$ cat src/rtl/cax_pkg.sv
package cax_pkg;

    typedef enum logic [2:0] {
        RG_VEC  = 3'd0,
        RG_FAST = 3'd1,
        RG_SRB  = 3'd2,
        RG_SRA  = 3'd3,
        RG_DRAM = 3'd4,
        RG_NONE = 3'd7
    } region_e;

    typedef enum logic [1:0] {
        ST_IDLE  = 2'd0,
        ST_BUSY  = 2'd1,
        ST_FAULT = 2'd2,
        ST_DENY  = 2'd3
    } state_e;

    localparam int FAST_LAT = 3;
    localparam logic [31:0] SHIFT = 32'h0004_0000;

endpackage

$ cat src/rtl/cax_decode.sv
module cax_decode
    import cax_pkg::*;
(
    input  logic [31:0] addr,
    output region_e     rgn,
    output logic [31:0] xaddr,
    output logic        vec_wr_ok
);
    always_comb begin
        rgn   = RG_NONE;
        xaddr = addr;
        if (addr < 32'h0000_2000) begin
            rgn   = RG_VEC;
            xaddr = addr + SHIFT;
        end else if (addr >= 32'h0000_4000 && addr < 32'h0001_4000) begin
            rgn   = RG_FAST;
            xaddr = addr + SHIFT;
        end else if (addr[31:16] == 16'h0002) begin
            rgn   = RG_SRB;
        end else if (addr[31:15] == 17'h0_0008) begin
            rgn   = RG_SRA;
            xaddr = addr - SHIFT;
        end else if (addr[31:30] == 2'b01 || addr[31:30] == 2'b10) begin
            rgn   = RG_DRAM;
        end
    end

    assign vec_wr_ok = (addr[7:2] == 6'd0);
endmodule

$ cat src/rtl/cax_lat_sel.sv
module cax_lat_sel
    import cax_pkg::*;
#(
    parameter int LAT_SHARED = 13,
    parameter int LAT_DRAM   = 53,
    parameter int CW         = 6
) (
    input  region_e         rgn,
    input  logic            write,
    output logic [CW-1:0]   load
);
    always_comb begin
        if (write) begin
            load = '0;
        end else begin
            unique case (rgn)
                RG_VEC, RG_FAST: load = CW'(FAST_LAT - 1);
                RG_SRB, RG_SRA:  load = CW'(LAT_SHARED - 1);
                RG_DRAM:         load = CW'(LAT_DRAM - 1);
                default:         load = '0;
            endcase
        end
    end
endmodule

$ cat src/rtl/cop_addr_xlat.sv
module cop_addr_xlat
    import cax_pkg::*;
#(
    parameter int LAT_SHARED = 13,
    parameter int LAT_DRAM   = 53
) (
    input  logic        clk,
    input  logic        rst_n,
    input  logic        req_valid,
    input  logic [31:0] req_addr,
    input  logic        req_write,
    output logic [31:0] sys_addr,
    output logic        sys_valid,
    output logic [2:0]  region,
    output logic        ready,
    output logic        dec_err,
    output logic        prot_viol
);
    localparam int LMAX0 = (LAT_SHARED > LAT_DRAM) ? LAT_SHARED : LAT_DRAM;
    localparam int LMAX  = (LMAX0 > FAST_LAT) ? LMAX0 : FAST_LAT;
    localparam int CW    = $clog2(LMAX + 1);

    state_e        state;
    logic [CW-1:0] cnt;
    logic [31:0]   xaddr_d;
    region_e       rgn_d;
    region_e       rgn_q;
    logic          vec_ok_d;
    logic [CW-1:0] load_d;

    cax_decode u_dec (
        .addr      (req_addr),
        .rgn       (rgn_d),
        .xaddr     (xaddr_d),
        .vec_wr_ok (vec_ok_d)
    );

    cax_lat_sel #(
        .LAT_SHARED (LAT_SHARED),
        .LAT_DRAM   (LAT_DRAM),
        .CW         (CW)
    ) u_lat (
        .rgn   (rgn_d),
        .write (req_write),
        .load  (load_d)
    );

    // State register, counter and captured address
    always_ff @(posedge clk or negedge rst_n) begin
        if (!rst_n) begin
            state    <= ST_IDLE;
            cnt      <= '0;
            sys_addr <= '0;
            rgn_q    <= RG_NONE;
        end else begin
            unique case (state)
                ST_IDLE: begin
                    if (req_valid) begin
                        rgn_q <= rgn_d;
                        if (rgn_d == RG_NONE) begin
                            state <= ST_FAULT;
                        end else if (req_write && rgn_d == RG_VEC && !vec_ok_d) begin
                            state <= ST_DENY;
                        end else begin
                            state    <= ST_BUSY;
                            cnt      <= load_d;
                            sys_addr <= xaddr_d;
                        end
                    end
                end
                ST_BUSY: begin
                    if (cnt == '0) state <= ST_IDLE;
                    else           cnt   <= cnt - 1'b1;
                end
                ST_FAULT: state <= ST_IDLE;
                ST_DENY:  state <= ST_IDLE;
                default:  state <= ST_IDLE;
            endcase
        end
    end

    // Outputs from state
    always_comb begin
        sys_valid = 1'b0;
        ready     = 1'b0;
        dec_err   = 1'b0;
        prot_viol = 1'b0;
        unique case (state)
            ST_IDLE:  ;
            ST_BUSY: begin
                sys_valid = 1'b1;
                ready     = (cnt == '0);
            end
            ST_FAULT: dec_err   = 1'b1;
            ST_DENY:  prot_viol = 1'b1;
            default:  ;
        endcase
    end

    assign region = rgn_q;
endmodule

$ cat config.mk
export PLATFORM = sky130hd
export DESIGN_NAME = cop_addr_xlat
export DESIGN_NICKNAME = d
export VERILOG_FILES = /design/src/rtl/cax_pkg.sv /design/src/rtl/cax_decode.sv /design/src/rtl/cax_lat_sel.sv /design/src/rtl/cop_addr_xlat.sv
export SDC_FILE = /design/constraint.sdc
export NUM_CORES = 1
export LEC_CHECK = 0
export ABC_AREA = 1
export BUFFER_PORTS_ARGS = -buffer_cell sky130_fd_sc_hd__clkbuf_2
export CORE_UTILIZATION = 35
export CTS_CLUSTER_DIAMETER = 150
export CTS_CLUSTER_SIZE = 16
export DETAILED_ROUTE_END_ITERATION = 16
export SLEW_MARGIN = 0
export SYNTH_ARGS = -nofsm -noshare
export SYNTH_HDL_FRONTEND = slang
export SYNTH_HIERARCHICAL = 1
export SYNTH_SLANG_ARGS = --single-unit
$ cat constraint.sdc
create_clock -name clk -period 1.4 [get_ports clk]
set_input_delay 0.28 -clock clk [delete_from_list [all_inputs] [get_ports clk]]
set_output_delay 0.28 -clock clk [all_outputs]
set_load 0.02 [all_outputs]
==> results of run 1 <==
-- Yosys cell counts, drive strengths merged --
cell type  number  area [sq um]
a21boi          1         7.510
a21o            1         7.510
a21oi           3         15.01
buf            26         217.7
clkbuf          6         22.52
conb            1         3.750
dfrtp          40          1001
dfstp           3         78.83
ha              6         75.07
inv            64         242.7
nand2         115         531.8
nand3          20         112.6
nand3b          2         15.01
nand4           7         43.79
nor2           59         264.0
nor3            7         40.04
nor4            1         6.260
o21ai          38         310.3
o21bai          3         22.52
xnor2           1         8.760
-- layout make-up --
class	count	area share, %
Tap cell	105	2.964
Multi-Input combinational cell	265	38.81
Inverter	64	5.984
Sequential cell	43	24.39
Clock buffer	5	1.552
Clock inverter	3	0.9879
Timing Repair Buffer	147	25.32
-- stage by stage --
step	setup TNS (ps)	instance area, sq um
2_1_floorplan	-22450	3159
3_3_place_gp	-33120	3834
3_5_place_dp	-35070	3834
4_1_cts	-18380	4255
5_1_grt	-25840	4433
6_report	-22180	4433
-- power groups by stage --
stage          registers [mW]  clock network (mW)  logic, mW
4_1_cts                  2.26                1.03       3.87
6_report                 2.31                1.01       3.98
3_5_place_dp             2.27                   0       3.45
2_1_floorplan            2.84                   0       1.82
5_1_grt                  2.39                1.10       4.38
3_3_place_gp             2.26                   0       3.40
-- metal layers --
layer	up-vias	share of wire, %
met5	-	0
met4	0	1.9
met3	15	3.4
met2	63	50
met1	1365	44
li1	1469	-
-- cells by family after synthesis --
group / after synthesis / synth area share (%)
and+or+nand+nor: 211 / 33.48
buffers and inverters: 96 / 15.96
AOI/OAI and AO/OA: 46 / 11.99
DFF: 43 / 35.68
adders and majority gates: 6 / 2.480
xor gates and xnor gates: 1 / 0.2894
other: 1 / 0.1239
-- worst max path at each step --
stage | end | slack, ps | depth (start not counted) | startpoint
after floorplan | sys_addr[0]$_DFFE_PN0P_ | -590 | 16 | req_addr[31]
after global placement | cnt[1]$_DFFE_PN0P_ | -870 | 17 | req_addr[31]
after detailed placement | cnt[5]$_DFFE_PN0P_ | -910 | 17 | req_addr[31]
after CTS | sys_addr[29]$_DFFE_PN0P_ | -480 | 17 | req_addr[31]
after global routing | sys_addr[27]$_DFFE_PN0P_ | -660 | 18 | req_addr[31]
final | state[1]$_DFFE_PN0P_ | -600 | 19 | req_addr[31]
-- worst max-delay path: cells and delay by family --
| kind | cells | cell delay [ps] |
|---|---|---|
| fa+ha+maj | 1 | 120 |
| simple gates | 11 | 1080 |
| buf+inv | 6 | 620 |
| compound gates | 1 | 110 |
-- what timing repair did --
action / CTS / global route
hold buffers: 1 / 0
resized for setup: 37 / 41
buffers inserted: 13 / 6
hold endpoints to repair: 40 / 0
pin swaps: 12 / 8
gates cloned: 2 / 1
setup endpoints to repair: 47 / 47
-- registers in the layout (all words and copies together) (netlist names) --
register,flops
region,3
state,2
cnt,6
sys_addr,32
==> reports/results.txt, run 1 <==
startpoint types = primary input
Clock Power Share = 13.8%
Worst setup EP type = flip-flop
Final Cycle Share = 143.2%
max-cap viol count = 0
Synth Warn # = 6
vias in the first global route = 2764
combinational share of power = 54.6%
fill cell count = 778
critical path class = in -> reg
syn avg cell area = 7.492 sq um
Post-Route Utilization = 53.41%
Post-DRT Antenna Nets = 0
H-tree depth = 2
post-route clock skew = 6.006 ps
WHS Endpoint = sys_addr[11]$_DFFE_PN0P_
Starting Density = 36.47%
initial antenna violation count = 0
Worst Hold Depth = 3
status = finished with violations
Die W = 94.99 um
flop2flop setup slack = -150 ps
Req. time, crit path = 1640 ps
Mapped Nets = 446
die area = 9023 sq um
Max VDD drop = 0.7791 mV
Fin. Hold Viols = 0
Tot GR Track Use = 18.37%
# clock sinks = 43
Netlist cell types = 31
CORE AREA = 8299 sq um
final net count = 568
fmax = 498.9 MHz
FP Rows = 33
global route hottest layer = met2
biggest cell delay along the critical path = 170 ps
failing checks = setup timing
vias = 2912
commonest cells after routing, fill and taps aside = 69 x nand2_1, 67 x clkbuf_2, 59 x buf_4
final setup fails = 45
RR Startpoint = cnt[0]$_DFFE_PN0P_
total power draw = 7.292 mW
final WL = 7900 um
M2 GR Usage = 31.77%
ANT cells = 0
fin cells = 632
wire per inst = 12.50 um
RD Place Congestion = 0.8368
met3 Track Usage GR = 3.704%
clock period minus worst slack = 2005 ps
clock buffer depth = 2
met1 Use GR = 22.73%
final hold slack = 196.7 ps
Synth Instances = 404
DRC viols = 0
Root Driver = clkbuf_8
grt ovf = 0
port buffer count = 74
internal power = 4.099 mW
first-pass GRT wire length = 12750 um
placed cell count = 604
max-slew violations = 0
synthesized flop and latch total = 43
CTS tree = built
PwrDens = 1645 nW/um^2
Clk Latency, worst-skew pair = 310 ps
Tightest Hold Check Type = in -> reg
commonest non-fill, non-tap cell in the layout = nand2_1
sw power = 3.193 mW
Layout area overhead = 46.47%
largest net degree at the start of global routing = 44
area of the mapped netlist = 3027 sq um
1st-pass router iterations = 4
Slowest cell on crit path = nor2_4
total CTS buffers = 5
pre-CTS setup slack = -911.1 ps
1st-iter DRT viols = 103
vias per inst = 4.608
setup ws final = -604.5 ps
multi-input logic area = 1720 sq um
r2r worst-path depth = 10
Cell Chain, Critical Path = clkbuf_16, inv_12, ha_4, nand2_4, nor2_4, nand2_2, nor2_4, nor2_4, nand2_2, nand2_4, nand2_4, nor2_4, nor2_2, nand3_2, buf_4, buf_6, buf_6, buf_6, a21oi_2
fraction of layout cells with a size suffix above 1 = 55.22%
unrepaired setup endpoints after global routing = yes
cell with the most instances on the worst path = nor2_4
post-DP HPWL = 5503 um
sw frac = 43.78%
register share of total power = 31.6%
sequential area share after synthesis = 35.68%
Worst R2R End = cnt[2]$_DFFE_PN0P_
hold_sp = req_addr[11]
Pleak = 2.340 nW
WP data arrival = 2250 ps
Die Y = 94.99 um
FF+latch area = 1081 sq um
crit path max fanout = 6
# IOs = 75
CTS clk-pin slew, worst paths = 90 ps
Note: power is estimated with default switching activity, not from simulation.
==> inputs of run 2 (changes only) <==
- RECOVER_POWER: not set -> 50
- REMOVE_ABC_BUFFERS: not set -> 1
==> run 2 against run 1 <==
The flow still finishes with violations (setup timing). Core utilization is 2.7 points higher. Sequential cell count stayed put. Clock skew is 5.9 ps higher. Critical path type unchanged. Largest power group unchanged.
==> reports/results.txt, run 2 (synthesis gave the netlist of run 1 again) <==
crit path max fanout = 6 (unchanged)
Tightest Hold Check Type = in -> reg
max-cap viol count = 0 (unchanged)
wire per inst = 12.95 um (+3.6%)
vias per inst = 4.584 (-0.52%)
final WL = 8340 um (+5.6%)
Root Driver = clkbuf_8
startpoint types = primary input
1st-pass router iterations = 5 (+1)
final setup fails = 47 (+4.4%)
ANT cells = 0 (unchanged)
CTS clk-pin slew, worst paths = 90 ps (about the same)
Max-slew headroom = 59.58%
post-route clock skew = 11.88 ps (+5.874 ps)
DRC viols = 0 (unchanged)
Starting Density = 36.47% (unchanged)
# IOs = 75 (unchanged)
PwrDens = 1721 nW/um^2 (+4.6%)
FP Rows = 33 (unchanged)
WHS Endpoint = sys_addr[10]$_DFFE_PN0P_
RR Startpoint = state[1]$_DFFE_PN0P_
Slowest cell on crit path = a21boi_4
Worst R2R End = sys_addr[17]$_DFFE_PN0P_
vias in the first global route = 2865 (+3.7%)
Worst setup EP type = flip-flop
H-tree depth = 2 (unchanged)
Die Y = 94.99 um (unchanged)
RD Place Congestion = 0.8286 (-0.98%)
Most flops, register = sys_addr
CORE AREA = 8299 sq um (unchanged)
initial antenna violation count = 0 (unchanged)
commonest non-fill, non-tap cell in the layout = nand2_1
Final Cycle Share = 143.7% (+0.52 points)
die area = 9023 sq um (unchanged)
Layout area overhead = 53.87%
Worst Hold Depth = 3 (unchanged)
cell with the most instances on the worst path = nor2_4
fmax = 497.1 MHz (-0.36%)
# clock sinks = 43 (unchanged)
worst-margin pin slew = 606.3 ps
Pleak = 2.449 nW (+4.7%)
port buffer count = 74 (unchanged)
unrepaired setup endpoints after global routing = yes
max-slew violations = 0 (unchanged)
biggest cell delay along the critical path = 230 ps (+60 ps)
total CTS buffers = 5 (unchanged)
flop2flop setup slack = -100 ps (+50 ps)
1st-iter DRT viols = 96 (-6.8%)
hold_sp = req_addr[10]
grt ovf = 0 (unchanged)
Clk Latency, worst-skew pair = 300 ps (about the same)
largest net degree at the start of global routing = 44 (unchanged)
r2r worst-path depth = 9 (-1)
placed cell count = 605 (+0.17%)
Req. time, crit path = 1600 ps (-40 ps)
Tot GR Track Use = 19.15% (+0.78 points)
vias = 2952 (+1.4%)
clock period minus worst slack = 2012 ps (+7.309 ps)
Post-DRT Antenna Nets = 0 (unchanged)
final net count = 580 (+2.1%)
post-DP HPWL = 5756 um (+4.6%)
WP data arrival = 2210 ps (-40 ps)
critical path class = in -> reg
CTS tree = built
Fin. Hold Viols = 0 (unchanged)
final hold slack = 206.2 ps (+9.448 ps)
failing checks = setup timing
fraction of layout cells with a size suffix above 1 = 54.92% (-0.30 points)
status = finished with violations
max reg flops = 32 (unchanged)
first-pass GRT wire length = 13300 um (+4.3%)
Max VDD drop = 0.6744 mV (-13%)
Die W = 94.99 um (unchanged)
Cell Chain, Critical Path = buf_8, inv_4, ha_4, nand2_2, nor2_4, nand2_2, nor2_4, nor2_4, nand2_2, nand2_4, a21boi_4, nor2_4, nand3_2, nand3_4, buf_12, buf_12, nand2_4, o21ai_4
clock buffer depth = 2 (unchanged)
fin cells = 644 (+1.9%)
commonest cells after routing, fill and taps aside = 70 x nand2_1, 67 x clkbuf_2, 65 x buf_4
setup ws final = -611.8 ps (-7.309 ps)
## run 2: cell count changes in the layout (fill, tap and decap cells not counted), moves of 3 or more
cell | before | now
inv_4 | 3 | 6
nand2_4 | 10 | 24
nand2_2 | 36 | 21
nor2_2 | 14 | 11
buf_4 | 59 | 65
buf_16 | 1 | 6
inv_2 | 8 | 5
## run 2: power breakdown
part	leakage (nW)	internal, mW	total (mW)	switching [mW]
sequential	0.531	1.84	2.37	0.525
combinational	1.86	2.12	4.61	2.49
clock	0.0612	0.578	1.04	0.461
total	2.45	4.54	8.01	3.47
## run 2: worst max-delay path by stage
stage                             from                        to  slack, ps  cells after the start
after floorplan           req_addr[18]  sys_addr[18]$_DFFE_PN0P_      -1440                     15
after global placement    req_addr[18]        cnt[3]$_DFFE_PN0P_      -1030                     15
after CTS                 req_addr[30]  sys_addr[30]$_DFFE_PN0P_       -490                     18
after detailed placement  req_addr[18]        cnt[2]$_DFFE_PN0P_      -1100                     18
final                     req_addr[30]  sys_addr[17]$_DFFE_PN0P_       -610                     18
after global routing      req_addr[30]        cnt[5]$_DFFE_PN0P_       -700                     20
## run 2: critical path, delay by kind of cell
family | cells | cell delay (ps)
and+or+nand+nor | 11 | 1050
buffers and inverters | 4 | 460
AOI/OAI and AO/OA | 2 | 280
adders and majority gates | 1 | 120
## run 2: through the flow
stage	power, mW	instance area (sq um)	setup slack, ps	util (%)	setup TNS (ps)
final	8.014	4657	-611.8	56.11	-23780
after global routing	8.562	4657	-704.4	56.11	-27790
after CTS	7.741	4423	-492.7	53.29	-18850
after detailed placement	5.782	3744	-1105	45.11	-43080
after global placement	5.673	3744	-1026	45.11	-40430
after floorplan	4.461	2786	-1435	-	-51750
## run 2: area by class of cell
cell class	instances	area, sq um
Fill cell	739	3642
Multi-Input combinational cell	265	1799
Timing Repair Buffer	159	1274
Sequential cell	43	1080
Inverter	64	255.2
Tap cell	105	131.4
Clock buffer	6	82.58
Clock inverter	2	35.03
## run 2: repair_timing
action                                 CTS  global route
hold buffers                             1             0
gates cloned                             5             1
setup endpoints to repair               46            47
buffers inserted                        15            10
resized for setup                       78            42
endpoints found under the hold margin   40             0
pin swaps                               25            19
## run 2: metal layers
| layer | part of all wire, % | vias up | track usage, % | routed length [um] |
|---|---|---|---|---|
| met5 | 0 | - | 0 | 0 |
| met4 | 3.4 | 0 | 8.333 | 284 |
| met3 | 3.3 | 23 | 2.738 | 273 |
| met2 | 50 | 76 | 32.13 | 4204 |
| met1 | 43 | 1365 | 24.38 | 3576 |
| li1 | - | 1488 | - | - |
